--- config.mk ---
export PLATFORM = sky130hd
export DESIGN_NAME = thermo_bank_max
export DESIGN_NICKNAME = d
export VERILOG_FILES = /design/src/rtl/thermo_pkg.sv /design/src/rtl/thermo_sdiv.sv /design/src/rtl/thermo_cal_sel.sv /design/src/rtl/thermo_max_acc.sv /design/src/rtl/thermo_bank_max.sv
export SDC_FILE = /design/constraint.sdc
export NUM_CORES = 2
export LEC_CHECK = 0
export ABC_AREA = 1
export BUFFER_PORTS_ARGS = -buffer_cell sky130_fd_sc_hd__buf_2
export CAP_MARGIN = 10
export CORE_MARGIN = 2
export CORE_UTILIZATION = 40
export DETAILED_ROUTE_END_ITERATION = 12
export MAX_ROUTING_LAYER = met4
export PLACE_DENSITY_LB_ADDON = 0.25
export SETUP_SLACK_MARGIN = 0.1
export SKIP_CTS_REPAIR_TIMING = 1
export SKIP_LAST_GASP = 1
export SYNTH_ARGS = -nofsm -noshare
export SYNTH_HDL_FRONTEND = slang
export SYNTH_SLANG_ARGS = --single-unit
--- constraint.sdc ---
create_clock -name clk -period 13.8 [get_ports clk]
set_input_delay 1.38 -clock clk [delete_from_list [all_inputs] [get_ports clk]]
set_output_delay 1.38 -clock clk [all_outputs]
set_load 0.02 [all_outputs]
--- src/rtl/thermo_pkg.sv ---
package thermo_pkg;
  localparam int          DW          = 32;
  localparam int          RAW_BITS    = 12;
  localparam int          FRAC_BITS   = 3;
  localparam logic signed [DW-1:0] NUMER       = 32'sd1627604160;
  localparam logic signed [DW-1:0] SLOPE_BASE  = 32'sd165;
  localparam logic signed [DW-1:0] GAIN_BASE   = 32'sd10000;
  localparam logic signed [DW-1:0] CODE_BIAS   = 32'sd3350;
  localparam logic signed [DW-1:0] DEGC_SCALE  = 32'sd500;
  localparam logic signed [DW-1:0] BOGUS_LIMIT = 32'sd200000;
  localparam logic signed [DW-1:0] MOST_NEG    = 32'sh8000_0000;
  localparam logic signed [DW-1:0] DEF_GAIN    = 32'sd512;
  localparam logic signed [DW-1:0] DEF_OFS     = 32'sd260;
  localparam logic signed [DW-1:0] DEF_DEGC    = 32'sd40;

  typedef enum logic [1:0] {
    ST_IDLE,
    ST_DIV_A,
    ST_DIV_B,
    ST_CONV
  } conv_state_t;
endpackage

--- src/rtl/thermo_sdiv.sv ---
module thermo_sdiv #(
  parameter int W = 32
) (
  input  logic                clk,
  input  logic                rst,
  input  logic                start,
  input  logic signed [W-1:0] num,
  input  logic signed [W-1:0] den,
  output logic                busy,
  output logic                done,
  output logic signed [W-1:0] quot
);
  localparam int CW = $clog2(W + 1);

  logic [W-1:0]  rem_q, quo_q, den_abs;
  logic [CW-1:0] cnt;
  logic          neg_q;
  logic [W:0]    trial;
  logic [W-1:0]  rem_nx, quo_nx;

  always_comb begin
    trial  = {rem_q, quo_q[W-1]} - {1'b0, den_abs};
    quo_nx = {quo_q[W-2:0], ~trial[W]};
    rem_nx = trial[W] ? {rem_q[W-2:0], quo_q[W-1]} : trial[W-1:0];
  end

  always_ff @(posedge clk) begin
    if (rst) begin
      rem_q   <= '0;
      quo_q   <= '0;
      den_abs <= '0;
      cnt     <= '0;
      neg_q   <= 1'b0;
      busy    <= 1'b0;
      done    <= 1'b0;
      quot    <= '0;
    end else begin
      done <= 1'b0;
      if (start) begin
        rem_q   <= '0;
        quo_q   <= num[W-1] ? W'(-num) : W'(num);
        den_abs <= den[W-1] ? W'(-den) : W'(den);
        neg_q   <= num[W-1] ^ den[W-1];
        cnt     <= '0;
        busy    <= 1'b1;
      end else if (busy) begin
        rem_q <= rem_nx;
        quo_q <= quo_nx;
        cnt   <= cnt + 1'b1;
        if (cnt == CW'(W - 1)) begin
          busy <= 1'b0;
          done <= 1'b1;
          quot <= neg_q ? -$signed(quo_nx) : $signed(quo_nx);
        end
      end
    end
  end


  rem_bound_chk: assert property (@(posedge clk) disable iff (rst)
    done |-> (rem_q < den_abs));
endmodule

--- src/rtl/thermo_cal_sel.sv ---
module thermo_cal_sel
  import thermo_pkg::*;
#(
  parameter int NUM_SENS = 5,
  parameter int OFS_W    = 9,
  parameter int GE_W     = 10,
  parameter int SLOPE_W  = 6,
  parameter int DEGC_W   = 6
) (
  input  logic                      clk,
  input  logic                      rst,
  input  logic                      cal_valid,
  input  logic [GE_W-1:0]           cal_gain_err,
  input  logic [SLOPE_W-1:0]        cal_slope_mag,
  input  logic                      cal_slope_sign,
  input  logic                      cal_slope_id,
  input  logic [DEGC_W-1:0]         cal_degc,
  input  logic [NUM_SENS*OFS_W-1:0] cal_offsets,
  output logic signed [DW-1:0]      gain_err,
  output logic signed [DW-1:0]      slope,
  output logic signed [DW-1:0]      degc,
  output logic [NUM_SENS*DW-1:0]    ofs_flat
);
  logic signed [DW-1:0] mag_ext;
  assign mag_ext = $signed(DW'(cal_slope_mag));

  always_ff @(posedge clk) begin
    if (rst || !cal_valid) begin
      gain_err <= DEF_GAIN;
      slope    <= '0;
      degc     <= DEF_DEGC;
    end else begin
      gain_err <= $signed(DW'(cal_gain_err));
      slope    <= (cal_slope_sign && cal_slope_id) ? -mag_ext : mag_ext;
      degc     <= $signed(DW'(cal_degc));
    end
  end

  for (genvar i = 0; i < NUM_SENS; i++) begin : g_ofs
    always_ff @(posedge clk) begin
      if (rst || !cal_valid) ofs_flat[i*DW +: DW] <= DEF_OFS;
      else ofs_flat[i*DW +: DW] <= DW'(cal_offsets[i*OFS_W +: OFS_W]);
    end
  end


  slope_neg_chk: assert property (@(posedge clk) disable iff (rst)
    (cal_valid && cal_slope_sign && cal_slope_id) |=> (slope <= 0));

  default_cal_chk: assert property (@(posedge clk) disable iff (rst)
    !cal_valid |=> (gain_err == DEF_GAIN && slope == 0 && degc == DEF_DEGC));
endmodule

--- src/rtl/thermo_max_acc.sv ---
module thermo_max_acc
  import thermo_pkg::*;
(
  input  logic                 clk,
  input  logic                 rst,
  input  logic                 smp_valid,
  input  logic                 smp_last,
  input  logic signed [DW-1:0] smp_temp,
  output logic signed [DW-1:0] out_max,
  output logic                 out_done
);
  logic signed [DW-1:0] run_max, clamped, new_max;

  always_comb begin
    clamped = (smp_temp > BOGUS_LIMIT) ? '0 : smp_temp;
    new_max = (clamped > run_max) ? clamped : run_max;
  end

  always_ff @(posedge clk) begin
    if (rst) begin
      run_max  <= MOST_NEG;
      out_max  <= '0;
      out_done <= 1'b0;
    end else begin
      out_done <= 1'b0;
      if (smp_valid) begin
        if (smp_last) begin
          out_max  <= new_max;
          out_done <= 1'b1;
          run_max  <= MOST_NEG;
        end else begin
          run_max <= new_max;
        end
      end
    end
  end


  clamp_limit_chk: assert property (@(posedge clk) disable iff (rst)
    out_done |-> (out_max <= BOGUS_LIMIT));

  max_grow_chk: assert property (@(posedge clk) disable iff (rst)
    (smp_valid && !smp_last) |=> (run_max >= $past(run_max)));

  done_pulse_chk: assert property (@(posedge clk) disable iff (rst)
    out_done |=> !out_done);
endmodule

--- src/rtl/thermo_bank_max.sv ---
module thermo_bank_max
  import thermo_pkg::*;
#(
  parameter int NUM_SENS = 5,
  parameter int RAW_W    = 16,
  parameter int OFS_W    = 9,
  parameter int GE_W     = 10,
  parameter int SLOPE_W  = 6,
  parameter int DEGC_W   = 6,
  parameter int SEL_W    = (NUM_SENS > 1) ? $clog2(NUM_SENS) : 1
) (
  input  logic                      clk,
  input  logic                      rst,
  input  logic                      cal_valid,
  input  logic [GE_W-1:0]           cal_gain_err,
  input  logic [SLOPE_W-1:0]        cal_slope_mag,
  input  logic                      cal_slope_sign,
  input  logic                      cal_slope_id,
  input  logic [DEGC_W-1:0]         cal_degc,
  input  logic [NUM_SENS*OFS_W-1:0] cal_offsets,
  input  logic                      in_valid,
  output logic                      in_ready,
  input  logic [SEL_W-1:0]          in_sensor,
  input  logic [RAW_W-1:0]          in_raw,
  input  logic                      in_last,
  output logic signed [31:0]        out_max,
  output logic                      out_done
);
  localparam int TAB_N = 1 << SEL_W;

  conv_state_t          state;
  logic [RAW_BITS-1:0]  raw_q;
  logic [SEL_W-1:0]     sel_q;
  logic                 last_q;
  logic signed [DW-1:0] q_b;
  logic signed [DW-1:0] gain_err, slope, degc;
  logic [NUM_SENS*DW-1:0] ofs_flat;
  logic signed [DW-1:0] ofs_tab [TAB_N];
  logic                 accept, div_start, div_busy, div_done;
  logic signed [DW-1:0] div_num, div_den, div_quot;
  logic signed [DW-1:0] diff, prod, scaled, temp;

  if (RAW_W > RAW_BITS) begin : g_hi
    logic unused_raw_hi;
    assign unused_raw_hi = ^in_raw[RAW_W-1:RAW_BITS];
  end

  thermo_cal_sel #(
    .NUM_SENS(NUM_SENS), .OFS_W(OFS_W), .GE_W(GE_W),
    .SLOPE_W(SLOPE_W), .DEGC_W(DEGC_W)
  ) u_cal (
    .clk(clk), .rst(rst), .cal_valid(cal_valid),
    .cal_gain_err(cal_gain_err), .cal_slope_mag(cal_slope_mag),
    .cal_slope_sign(cal_slope_sign), .cal_slope_id(cal_slope_id),
    .cal_degc(cal_degc), .cal_offsets(cal_offsets),
    .gain_err(gain_err), .slope(slope), .degc(degc), .ofs_flat(ofs_flat)
  );

  for (genvar i = 0; i < TAB_N; i++) begin : g_tab
    if (i < NUM_SENS) begin : g_real
      assign ofs_tab[i] = ofs_flat[i*DW +: DW];
    end else begin : g_pad
      assign ofs_tab[i] = DEF_OFS;
    end
  end

  assign in_ready  = (state == ST_IDLE);
  assign accept    = in_valid && in_ready;
  assign div_start = accept || (state == ST_DIV_A && div_done);
  assign div_num   = (state == ST_IDLE) ? NUMER : div_quot;
  assign div_den   = (state == ST_IDLE) ? (SLOPE_BASE + slope) : (GAIN_BASE + gain_err);

  thermo_sdiv #(.W(DW)) u_div (
    .clk(clk), .rst(rst), .start(div_start), .num(div_num), .den(div_den),
    .busy(div_busy), .done(div_done), .quot(div_quot)
  );

  always_comb begin
    diff   = $signed(DW'(raw_q)) - ofs_tab[sel_q] - CODE_BIAS;
    prod   = q_b * diff;
    scaled = prod >>> FRAC_BITS;
    temp   = degc * DEGC_SCALE - scaled;
  end

  always_ff @(posedge clk) begin
    if (rst) begin
      state  <= ST_IDLE;
      raw_q  <= '0;
      sel_q  <= '0;
      last_q <= 1'b0;
      q_b    <= '0;
    end else begin
      case (state)
        ST_IDLE: if (accept) begin
          raw_q  <= in_raw[RAW_BITS-1:0];
          sel_q  <= in_sensor;
          last_q <= in_last;
          state  <= ST_DIV_A;
        end
        ST_DIV_A: if (div_done) state <= ST_DIV_B;
        ST_DIV_B: if (div_done) begin
          q_b   <= div_quot;
          state <= ST_CONV;
        end
        default: state <= ST_IDLE;
      endcase
    end
  end

  thermo_max_acc u_acc (
    .clk(clk), .rst(rst),
    .smp_valid(state == ST_CONV), .smp_last(last_q), .smp_temp(temp),
    .out_max(out_max), .out_done(out_done)
  );


  busy_blocks_input_chk: assert property (@(posedge clk) disable iff (rst)
    div_busy |-> !in_ready);

  accept_drops_ready_chk: assert property (@(posedge clk) disable iff (rst)
    accept |=> !in_ready);
endmodule

# ---- Yosys cells after proc, flatten, opt, wreduce, memory -nomap -nowiden
# Index checks and enable logic that the tools add are counted.
dict set report word_totals {
  reg_bits 508
  input_bits 93
  out_inout_bits 34
  word_cells 103
}
dict set report op_classes {
  add_sub_neg 11
  n_mul 2
  n_lt_le_gt_ge 3
  eq_ne 7
  n_mux 24
  bitwise_logic 7
  reduce_logical 17
}
# op count
set op_table {}
lappend op_table {{$mux W32} 13}
lappend op_table {{$bmux W32 S3} 1}
lappend op_table {{$neg A32 Y32} 3}
lappend op_table {{$sub A33 B32 Y33} 1}
lappend op_table {{$add A15 B32 Y32 const A} 1}
lappend op_table {{$add A9 B32 Y32 const A} 1}
lappend op_table {{$gt A32 B19 Y1 const B} 1}
lappend op_table {{$gt A32 B32 Y1} 1}
lappend op_table {{$mul A32 B32 Y32} 1}
lappend op_table {{$mul A32 B8 Y30 const B} 1}
lappend op_table {{$neg A6 Y32} 1}
lappend op_table {{$sub A13 B32 Y32} 1}
lappend op_table {{$sub A32 B13 Y32 const B} 1}
lappend op_table {{$sub A32 B29 Y32} 1}
lappend op_table {{$add A6 B1 Y6 const B} 1}
lappend op_table {{$eq A6 B5 Y1 const B} 1}
lappend op_table {{$mux W2} 3}
lappend op_table {{$mux W6} 1}
lappend op_table {{$ne A2 B1 Y1 const B} 3}
lappend op_table {{$pmux W2 S3} 1}
lappend op_table {{$reduce_and A2 Y1} 3}
lappend op_table {{$reduce_and A3 Y1} 2}
lappend op_table {{$reduce_or A2 Y1} 3}
lappend op_table {{$mux W1} 5}
lappend op_table {{12 further kinds} 20}

# ---- Logic depth before layout (Yosys ltp)
dict set report logic_depth {
  word_depth 13
  mapped_depth 81
  ltp_nobuf 77
}

# ---- Cells and area by module
# A second synthesis with hierarchy kept.
dict set report hier_totals {
  cells_unflattened 6716
  hier_area_um2 46681.0
}
# module n_inst cells_each area_each_um2 seq_area_each_um2
set by_module_without_submodules {}
lappend by_module_without_submodules {thermo_bank_max 1 4158 29453.2 1001.0}
lappend by_module_without_submodules {thermo_sdiv 1 1543 9830.7 2742.6}
lappend by_module_without_submodules {thermo_max_acc 1 601 3880.0 1301.2}
lappend by_module_without_submodules {thermo_cal_sel 1 414 3517.1 1441.4}

# ---- Least setup slack after synthesis
# No wires, ideal clock.
dict set report synth_timing {
  kind {register to register}
  startpoint {register sel_q[0]}
  endpoint {register u_acc.out_max[30]}
  setup_ns 0.117
  arrival_time_ns 12.740
  required_ns 13.683
  path_slack_ns 0.943
  path_stages_with_launch 74
  n_path_buf 5
  period_less_slack_ns 12.857
  cell_sequence {dfxtp_1 > clkbuf_1 > clkbuf_1 > nor2_1 > a31o_2 > ha_1 > inv_1 > ha_1 > inv_1 > fa_1 > inv_1 > nand4_1 > nand4_1 > nand2_1 > inv_1 > clkbuf_1 > nand2_1 > fa_1 > [38 not listed] > buf_6 > inv_2 > nor2_1 > ha_1 > inv_1 > nor2_1 > nor2_1 > nor2_1 > a211oi_1 > o221ai_1 > nand2_1 > a31oi_1 > a211oi_1 > xnor2_1 > nor2_1 > clkbuf_1 > o21ai_0 > a22o_1}
}
dict set report synth_via {
  elab_chain_len 12
}
# element line_no
set synth_lines {}
lappend synth_lines {{start, declared} thermo_bank_max.sv:33} ;# logic [SEL_W-1:0] sel_q;
lappend synth_lines {{start signal, assigned} thermo_bank_max.sv:96} ;# sel_q <= in_sensor;
lappend synth_lines {{$not A3 Y4 (implied by the code) *} thermo_bank_max.sv:79} ;# diff = $signed(DW'(raw_q)) - ofs_tab[sel_q] - CODE_BIAS;
lappend synth_lines {{$bmux W32 S3 *} thermo_bank_max.sv:79}
lappend synth_lines {{$mux W32 (implied by the code) * (2 in series)} thermo_bank_max.sv:79}
lappend synth_lines {{$sub A13 B32 Y32 *} thermo_bank_max.sv:79}
lappend synth_lines {{$sub A32 B13 Y32 *} thermo_bank_max.sv:79}
lappend synth_lines {{$mul A32 B32 Y32 *} thermo_bank_max.sv:80} ;# prod = q_b * diff;
lappend synth_lines {{$sub A32 B29 Y32 *} thermo_bank_max.sv:82} ;# temp = degc * DEGC_SCALE - scaled;
lappend synth_lines {{$gt A32 B19 Y1} thermo_max_acc.sv:15} ;# clamped = (smp_temp > BOGUS_LIMIT) ? '0 : smp_temp;
lappend synth_lines {{$mux W32 *} thermo_max_acc.sv:15}
lappend synth_lines {{$gt A32 B32 Y1} thermo_max_acc.sv:16} ;# new_max = (clamped > run_max) ? clamped : run_max;
lappend synth_lines {{$mux W32 *} thermo_max_acc.sv:16}
lappend synth_lines {{end signal, assigned} thermo_max_acc.sv:28} ;# out_max <= new_max;
lappend synth_lines {{end, declared} thermo_max_acc.sv:9} ;# output logic signed [DW-1:0] out_max,
# Every way passes the cells marked *; elsewhere a longest branch is shown, timed or not. The select of a mux whose other input is x is not followed.
# A chain may end at the register's enable or synchronous reset.

# ---- Worst setup path after layout
dict set report layout_timing {
  startpoint {register sel_q[0]}
  endpoint {register u_acc.out_max[28]}
}
# Same word-level chain as after synthesis.

==> metrics.cfg <==
[grt]
grt_remaining_overflow=0
antenna_violations_before_repair=2
first_global_vias=30000
global_route.usage.total_pct=22.3
grt_first_pass_wirelength_microns=158000
largest_net_degree_at_the_start_of_global_routing=82

[setup_path]
critPathCaptureType=register
crit_required_ps=14270
criticalPathCategory=register to register
cpMaxStageDelayCell=sky130_fd_sc_hd__fa_1
critical_path.max_fanout=19
crit_path_max_incr_delay_ps=550
worst_setup_start_kind=register
critical-path-top-cell-by-count=sky130_fd_sc_hd__inv_1
arrival_ps=13280

[sta]
finalWorstSetupSlack_ps=992
final_number_of_setup_violating_endpoints=0
post-route-period-util_pct=92.8
timing.fmax_mhz=78.1
number_of_slew_limit_violations_in_the_final_report=0
setup_repair_after_global_routing_missed_its_margin=false
tightest_pin_transition_ps=1140
hold_viol=0
slew-limit-headroom_pct=23.4
summed_negative_setup_slack_over_all_endpoints_ps=0
final_period_minus_worst_setup_slack_ps=12810
timing.clock.skew_ps=43.3

[detailed_routing]
drc=0
via_count=30000
avgRoutedWirePerCell_microns=15.6
detailedRoute.firstPassIterationCount=5
wirelength_microns=96600
drt_iter0_markers=1983
routed_antenna_nets=0
vias_per_cell=4.85

[floorplanning]
num_io_pins=127
placementRows=109
die_width_microns=303
floorplan.die.height_microns=303
fp.dieArea_sq_um=91900
core-area_sq_um=88500
initial_utilization_pct=40.4

[layout]
layout.filler_cells=9075
final_util_pct=45.0
share_of_post_route_cells_with_drive_strength_above_1_pct=8.85
mostFrequentLayoutCell=sky130_fd_sc_hd__inv_1
multi_input_area_sq_um=24600
layout.cells.most_common_list=1110 x sky130_fd_sc_hd__inv_1, 980 x sky130_fd_sc_hd__nand2_1, 423 x sky130_fd_sc_hd__fa_1, 391 x sky130_fd_sc_hd__nor2_1, 322 x sky130_fd_sc_hd__dfxtp_1
nets=5804
syn2layout_area_growth_pct=11.2
register_area_sq_um=6490

[yosys]
synth.cell_area_sq_um=35800
synth_area_per_cell_sq_um=7.34
synth_seq_cells=324
syn-instance-count=4875
yosys_most_used_dff=sky130_fd_sc_hd__dfxtp_1
synthArstFlopShare_pct=0
synth_sequential_area_ratio_pct=18.1
synth_edf_count=0
synthDistinctLibCells=65
yosys_warnings=0

[cts]
cts.clk_slew.worst_paths_ps=60
clock_latency_ps=590
clock_buffer_depth=3
clockRootBuffer=sky130_fd_sc_hd__clkbuf_16
cts_inserted_buffers=39
tritoncts_clock_tree=done
cts_htree_levels=2
clk_sinks=324

[power]
worst_ir_drop_vdd_uv=279
power.density_cell_area_nw_per_um2=148
p_leak_nw=20.2
p_total_mw=5.91

[placed_design]
io_buffer_count=122
dp_worst_setup_slack_ps=508
gpl.final_weighted_congestion=0.900
dp.final_hpwl_microns=77000

[status]
outcome=finished, final reports clean

[worst_hold_path]
timing.hold.worst.class=register to register

[job]
cap_violations=0

## path summary, 6_finish.rpt
| check | slack (ps) | end | depth (start not counted) | start |
|---|---|---|---|---|
| min reg2reg | 440 | u_div.den_abs[31]$_SDFFE_PP0N_ | 2 | u_div.den_abs[31]$_SDFFE_PP0N_ |
| min | 440 | u_div.den_abs[31]$_SDFFE_PP0N_ | 2 | u_div.den_abs[31]$_SDFFE_PP0N_ |
| max reg2reg | 990 | u_acc.out_max[28]$_SDFFE_PP0P_ | 71 | sel_q[0]$_SDFFE_PP0P_ |
| max | 990 | u_acc.out_max[28]$_SDFFE_PP0P_ | 71 | sel_q[0]$_SDFFE_PP0P_ |
## logic make-up after synthesis
family / count (synthesis) / share of synthesized area [%]
flops: 324 / 18.1
xor+xnor: 155 / 3.87
simple gates: 1671 / 19.1
compound gates: 687 / 10.8
other cells: 1 / 0.0105
mux: 2 / 0.0559
fa+ha+maj: 723 / 34.2
buf+inv: 1312 / 13.9
## synthesized netlist by cell type, drive strengths merged (2+ instances only)
| library cell | n | area [sq um] |
|---|---|---|
| inv | 1122 | 4210 |
| nand2 | 991 | 3730 |
| fa | 424 | 8490 |
| nor2 | 411 | 1580 |
| dfxtp | 324 | 6490 |
| a21oi | 316 | 1590 |
| ha | 299 | 3740 |
| o21ai | 219 | 1110 |
| clkbuf | 152 | 571 |
| nand3 | 149 | 823 |
| xor2 | 113 | 1000 |
| nor3 | 47 | 240 |
| xnor2 | 41 | 359 |
| o211ai | 36 | 270 |
| a31oi | 26 | 163 |
| or2 | 25 | 156 |
| nand4 | 22 | 138 |
| buf | 20 | 116 |
| clkinv | 18 | 67.6 |
| o21bai | 15 | 116 |
| o22ai | 15 | 93.8 |
| a211oi | 10 | 75.1 |
| a21o | 9 | 67.6 |
| a31o | 9 | 78.8 |
| nand3b | 9 | 67.6 |
| nor4 | 8 | 50.1 |
| a221oi | 7 | 61.3 |
| nor3b | 5 | 37.5 |
| o31ai | 5 | 47.5 |
| a21boi | 3 | 22.5 |
| o21a | 3 | 22.5 |
| o32ai | 3 | 26.3 |
| a22o | 2 | 17.5 |
| mux2i | 2 | 20.0 |
| o2111ai | 2 | 17.5 |
| o221ai | 2 | 17.5 |
## layer usage
| metal | up-vias | wire [microns] | track usage, % |
|---|---|---|---|
| met5 | - | 0 | - |
| met4 | 0 | 2830 | 6.74 |
| met3 | 115 | 4830 | 3.03 |
| met2 | 548 | 44500 | 35.6 |
| met1 | 14300 | 44400 | 29.4 |
| li1 | 15100 | - | - |
## critical path: cells and delay by family (launching register included)
| kind | cells | cell delay [ps] |
|---|---|---|
| adder cells (fa/ha/maj) | 14 | 5450 |
| AO/OA/AOI/OAI | 16 | 2720 |
| AND/OR/NAND/NOR | 22 | 2280 |
| buffers and inverters | 16 | 1410 |
| XOR/XNOR | 3 | 420 |
| flip-flops | 1 | 380 |
## final cells by class
| type | count | area share (%) |
|---|---|---|
| multi-input cells | 3240 | 61.8 |
| flip-flops and latches | 324 | 16.3 |
| inverters | 1140 | 10.8 |
| repair buffers | 243 | 4.06 |
| well taps | 1165 | 3.66 |
| clock buffers | 52 | 2.78 |
| clock inverters | 18 | 0.582 |
| diodes | 2 | 0.0126 |
## where the power goes
| part | internal (mW) | switching (mW) | leakage (nW) | total, mW |
|---|---|---|---|---|
| clock network | 0.628 | 0.440 | 0.665 | 1.07 |
| logic | 1.33 | 2.43 | 16.9 | 3.76 |
| registers | 1.01 | 0.0691 | 2.63 | 1.08 |
| total | 2.97 | 2.93 | 20.2 | 5.91 |
## metrics by stage
| step | instance area [sq um] | hold WS, ps | cells |
|---|---|---|---|
| final | 39800 | 443 | 6184 |
| after global placement | 38100 | 434 | 6104 |
| after CTS | 39400 | 449 | 6174 |
| after global routing | 39800 | 469 | 6184 |
| after floorplan | 35800 | 422 | 4876 |
| after detailed placement | 38100 | 434 | 6104 |
## registers in the layout (all words and copies together), names as in the netlist, 3 cells and up
| signal | cells |
|---|---|
| u_cal.ofs_flat | 45 |
| q_b | 32 |
| u_acc.out_max | 32 |
| u_acc.run_max | 32 |
| u_div.den_abs | 32 |
| u_div.quo_q | 32 |
| u_div.quot | 32 |
| u_div.rem_q | 32 |
| raw_q | 12 |
| u_cal.slope | 11 |
| u_cal.gain_err | 10 |
| u_cal.degc | 6 |
| u_div.cnt | 6 |
| sel_q | 3 |
Note: power is estimated with default switching activity, not from simulation.
